$ cat src/rtl/precomp_pkg.sv
package precomp_pkg;

  // Decision flags derived from the always-registered top bits.
  typedef struct packed {
    logic a_wins;  // top of A set, top of B clear
    logic b_wins;  // top of B set, top of A clear
  } pred_t;

endpackage

$ cat src/rtl/precomp_predictor.sv
module precomp_predictor
  import precomp_pkg::*;
(
  input  logic  a_top,
  input  logic  b_top,
  output pred_t pred,
  output logic  freeze
);

  always_comb begin
    pred.a_wins = a_top & ~b_top;
    pred.b_wins = ~a_top & b_top;
    freeze      = pred.a_wins | pred.b_wins;
  end

endmodule

$ cat src/rtl/precomp_low_reg.sv
module precomp_low_reg #(
  parameter int LO_W = 15
) (
  input  logic            clk,
  input  logic            rst_n,
  input  logic            load,
  input  logic [LO_W-1:0] d_a,
  input  logic [LO_W-1:0] d_b,
  output logic [LO_W-1:0] q_a,
  output logic [LO_W-1:0] q_b
);

  always_ff @(posedge clk) begin
    if (!rst_n) begin
      q_a <= '0;
      q_b <= '0;
    end else if (load) begin
      q_a <= d_a;
      q_b <= d_b;
    end
  end

endmodule

$ cat src/rtl/precomp_resolve.sv
module precomp_resolve
  import precomp_pkg::*;
#(
  parameter int LO_W = 15
) (
  input  pred_t           pred,
  input  logic [LO_W-1:0] lo_a,
  input  logic [LO_W-1:0] lo_b,
  output logic            gt
);

  logic lo_gt;

  // Scan from the top lower bit down; the first differing bit decides.
  always_comb begin
    logic decided;
    decided = 1'b0;
    lo_gt   = 1'b0;
    for (int i = LO_W - 1; i >= 0; i--) begin
      if (!decided && (lo_a[i] != lo_b[i])) begin
        decided = 1'b1;
        lo_gt   = lo_a[i];
      end
    end
  end

  always_comb begin
    if (pred.a_wins)      gt = 1'b1;
    else if (pred.b_wins) gt = 1'b0;
    else                  gt = lo_gt;
  end

endmodule

$ cat src/rtl/precomp_hold_ctr.sv
module precomp_hold_ctr #(
  parameter int CNT_W = 8
) (
  input  logic             clk,
  input  logic             rst_n,
  input  logic             bump,
  output logic [CNT_W-1:0] count
);

  localparam logic [CNT_W-1:0] TOP = '1;

  always_ff @(posedge clk) begin
    if (!rst_n)                    count <= '0;
    else if (bump && count != TOP) count <= count + 1'b1;
  end

endmodule

$ cat src/rtl/precomp_gt_cmp.sv
module precomp_gt_cmp
  import precomp_pkg::*;
#(
  parameter int WIDTH = 16,
  parameter int CNT_W = 8
) (
  input  logic             clk,
  input  logic             rst_n,
  input  logic             in_valid,
  output logic             in_ready,
  input  logic [WIDTH-1:0] in_a,
  input  logic [WIDTH-1:0] in_b,
  output logic             out_valid,
  input  logic             out_ready,
  output logic             out_gt,
  output logic [CNT_W-1:0] hold_count
);

  localparam int LO_W = WIDTH - 1;
  localparam int TOP  = WIDTH - 1;

  pred_t           pred_d, pred_q;
  logic            freeze;
  logic            take;
  logic            vld_q;
  logic [LO_W-1:0] lo_a_q, lo_b_q;

  assign in_ready  = !vld_q || out_ready;
  assign take      = in_valid && in_ready;
  assign out_valid = vld_q;

  precomp_predictor pred_i (
    .a_top  (in_a[TOP]),
    .b_top  (in_b[TOP]),
    .pred   (pred_d),
    .freeze (freeze)
  );

  // Always-loaded group: the decision flags from the top bits.
  always_ff @(posedge clk) begin
    if (!rst_n) begin
      pred_q <= '0;
      vld_q  <= 1'b0;
    end else begin
      if (take) pred_q <= pred_d;
      if (take)           vld_q <= 1'b1;
      else if (out_ready) vld_q <= 1'b0;
    end
  end

  // Gated group: lower bits load only when the top bits tie.
  precomp_low_reg #(.LO_W(LO_W)) low_i (
    .clk   (clk),
    .rst_n (rst_n),
    .load  (take && !freeze),
    .d_a   (in_a[LO_W-1:0]),
    .d_b   (in_b[LO_W-1:0]),
    .q_a   (lo_a_q),
    .q_b   (lo_b_q)
  );

  precomp_resolve #(.LO_W(LO_W)) res_i (
    .pred (pred_q),
    .lo_a (lo_a_q),
    .lo_b (lo_b_q),
    .gt   (out_gt)
  );

  precomp_hold_ctr #(.CNT_W(CNT_W)) ctr_i (
    .clk   (clk),
    .rst_n (rst_n),
    .bump  (take && freeze),
    .count (hold_count)
  );

endmodule

$ cat config.mk
export PLATFORM = sky130hd
export DESIGN_NAME = precomp_gt_cmp
export DESIGN_NICKNAME = d
export VERILOG_FILES = /design/src/rtl/precomp_pkg.sv /design/src/rtl/precomp_predictor.sv /design/src/rtl/precomp_low_reg.sv /design/src/rtl/precomp_resolve.sv /design/src/rtl/precomp_hold_ctr.sv /design/src/rtl/precomp_gt_cmp.sv
export SDC_FILE = /design/constraint.sdc
export NUM_CORES = 1
export LEC_CHECK = 0
export BUFFER_PORTS_ARGS = -buffer_cell sky130_fd_sc_hd__buf_2
export CORE_MARGIN = 1.5
export CORE_UTILIZATION = 50
export CTS_CLUSTER_SIZE = 20
export DETAILED_ROUTE_END_ITERATION = 8
export PLACE_DENSITY = 0.76
export SLEW_MARGIN = 15
export SYNTH_ARGS = -nofsm -noshare
export SYNTH_HDL_FRONTEND = slang
export SYNTH_SLANG_ARGS = --single-unit
$ cat constraint.sdc
create_clock -name clk -period 3 [get_ports clk]
set_input_delay 0.6 -clock clk [delete_from_list [all_inputs] [get_ports clk]]
set_output_delay 0.6 -clock clk [all_outputs]
set_load 0.005 [all_outputs]
==> out/metrics.cfg <==
[synthesis]
synthMuxAreaShare_pct = 0.484
synth_xor_area_share_pct = 5.50
synth-compound-area-share_pct = 19.3
synthAdderAreaFrac_pct = 3.39
ys_ff_latch = 41
yosys.area.top_type = dfxtp_1
synthSimpleGateAreaFrac_pct = 27.5
netlist_top_cells_area = dfxtp_1, nand2_1, a21boi_0
async_flop_share_pct = 0
ys_seq_area_share_pct = 39.7
syn_area_um2 = 2070
ys_dominant_reg_cell = dfxtp_1
synthCells = 255
synth_top_family_by_area = simple AND/OR/NAND/NOR gates
yosys.cell_types.count = 36
yosys_warnings = 0
synth_area_per_cell_um2 = 8.12
syn_nets = 295
netlist.area_leader.share_pct = 39.7
synth_edf_count = 0

[power_and_ir_drop]
ir_worst_vdd_v = 0.000347
powerDensity_nw_per_um2 = 507
power_frac_comb_pct = 16.2
p_sw_share_pct = 24.8
p_seq_share_pct = 47.4
intPower_mw = 0.940
p_leak_nw = 1.04
p_sw_mw = 0.310
power.share.clock_pct = 36.4

[sta]
maxSlewViolCount = 0
finalSetupViolCount = 0
finalCritPeriodShare_pct = 95.1
setup_tns_ps = 0
slew_headroom_pct = 62.5
rsz0062_at_grt = false
worst_slew_pin_slew_ps = 563
max_freq_ghz = 0.351
layout_setup_ws_ps = 148
clock_skew_ps = 3.78
hold_viol = 0
finalCriticalPeriod_ps = 2850

[floorplan]
die_h_um = 67.3
start_util_pct = 51.7
rows = 23
core-area_um2 = 4000
io_pins = 47
die_x_um = 67.3
fp.dieArea_um2 = 4530

[clocking]
clk_transition_reported_paths_ps = 70
cts.sinks = 41
cts_buffer_depth = 2
numCtsBuffers = 5
h-tree-depth = 2
clk_latency_ps = 290
cts_tree = yes
cts_root_buffer = clkbuf_8

[grt]
grt_use_total_pct = 18.8
grt_antenna_before_repair = 0
first_global_vias = 1616
grt_pass1_wl_mm = 6.58
grt_overflow_total = 0
grt_max_degree = 42

[drt]
vias_per_cell = 5.08
drt-initial-drc-count = 98
drt-total-wl_mm = 3.96
ant_nets = 0
drt_pass1_iterations = 4
via_count = 1783
wire_per_inst_um = 11.3
drc = 0

[min_path]
holdPathStages = 2
min_to = low_i.q_b[5]
hold_class = reg -> reg
min-delay-start = low_i.q_b[5]

[worst_setup_path]
cp-start-kind = flop
r2r_setup_slack_ps = 1260
worst-setup-path-type = reg -> out
rr_endpoint = ctr_i.count[5]
timing.rr.start = ctr_i.count[0]
worstPathMaxFanout = 4
end_kind = primary output
cp.required_ps = 2400
worstPathArrival_ps = 2250
rr_worst_depth = 6

[layout]
antenna_cells = 0
final_cell_mix = nand2_1, buf_2, dfxtp_1, a21boi_0, inv_1
syn_to_final_growth_pct = 19.3
finalInstanceArea_um2 = 2470
final_cells = 351
final_common_cell = nand2_1
drive_above_1_share_pct = 20.9
nets = 340

[place]
numPortBuffers = 46
dpl_cell_area_um2 = 2350
place.detailed.hpwl_mm = 2.90
dp_cells = 343
gp_congestion = 0.719
dp_worst_setup_slack_ps = 380

[job]
drv_cap = 0

[status]
status = finished clean

state kept, by name, indices dropped and copies added (netlist names):
name	cells
low_i.q_b	15
out_valid	1
pred_q	2
ctr_i.count	8
low_i.q_a	15
layout make-up:
cell class / count / area, um2
well taps: 50 / 62.6
inverters: 12 / 45.0
clock inverters: 2 / 37.5
flip-flops and latches: 41 / 823
repair buffers: 49 / 253
clock buffers: 6 / 82.6
multi-input cells: 191 / 1160
fillers: 359 / 1530
worst max-delay path by stage:
stage          slack, ps          from  endpoint
2_1_floorplan        580  low_i.q_a[6]    out_gt
3_3_place_gp         420  low_i.q_a[6]    out_gt
4_1_cts               50  low_i.q_a[6]    out_gt
6_report             150  low_i.q_b[5]    out_gt
5_1_grt               40  low_i.q_b[5]    out_gt
3_5_place_dp         380  low_i.q_a[6]    out_gt
kinds of logic after synthesis:
kind of cell	Yosys count
AO/OA/AOI/OAI	56
XOR/XNOR	13
adder cells (fa/ha/maj)	6
buffers and inverters	23
flip-flops	41
multiplexers	1
AND/OR/NAND/NOR	115
through the flow:
stage	utilization (%)	hold WS (ps)	total power, mW
after floorplan	-	443	0.742
after global placement	58.6	454	0.803
after detailed placement	58.6	465	0.808
after CTS	61.7	476	1.26
after global routing	61.7	495	1.32
final	61.7	468	1.25
Yosys cell counts, types with 4 or more instances:
master    number
nand2_1       69
dfxtp_1       41
a21boi_0      33
inv_1         12
clkbuf_1      11
nor2b_1        9
nand2b_1       8
xor2_1         8
nand3_1        7
o21ai_0        6
a21oi_1        5
and2_1         5
xnor2_1        5
ha_1           4
routing by layer:
layer / part of all wire [%] / track usage, % / vias to the layer above / wire (um)
li1: - / - / 950 / -
met1: 50 / 23.0 / 797 / 1990
met2: 45 / 32.5 / 32 / 1780
met3: 3.8 / 4.00 / 4 / 151
met4: 1.1 / 6.89 / 0 / 42
met5: 0 / 0 / - / 0
critical path, stage by stage (launching register included):
cell and delay [ps]:
dfxtp_2 320, nor2b_1 130, or4b_4 540, or3_1 320, and4bb_1 270, and3_1 160, o41ai_1 90, buf_2 140
power by group through the flow:
stage,Clock (mW),Sequential [mW],Combinational (mW)
2_1_floorplan,0,0.601,0.141
5_1_grt,0.486,0.598,0.232
6_report,0.455,0.593,0.203
3_5_place_dp,0,0.606,0.202
4_1_cts,0.466,0.593,0.204
3_3_place_gp,0,0.604,0.199
what timing repair did:
action | CTS | global route
hold endpoints to repair | 0 | 0
hold buffers | 0 | 0
setup buffers | 0 | 0
resized for setup | 0 | 2
endpoints found under the setup margin | 0 | 1
Power figures use the tool's default switching activity.
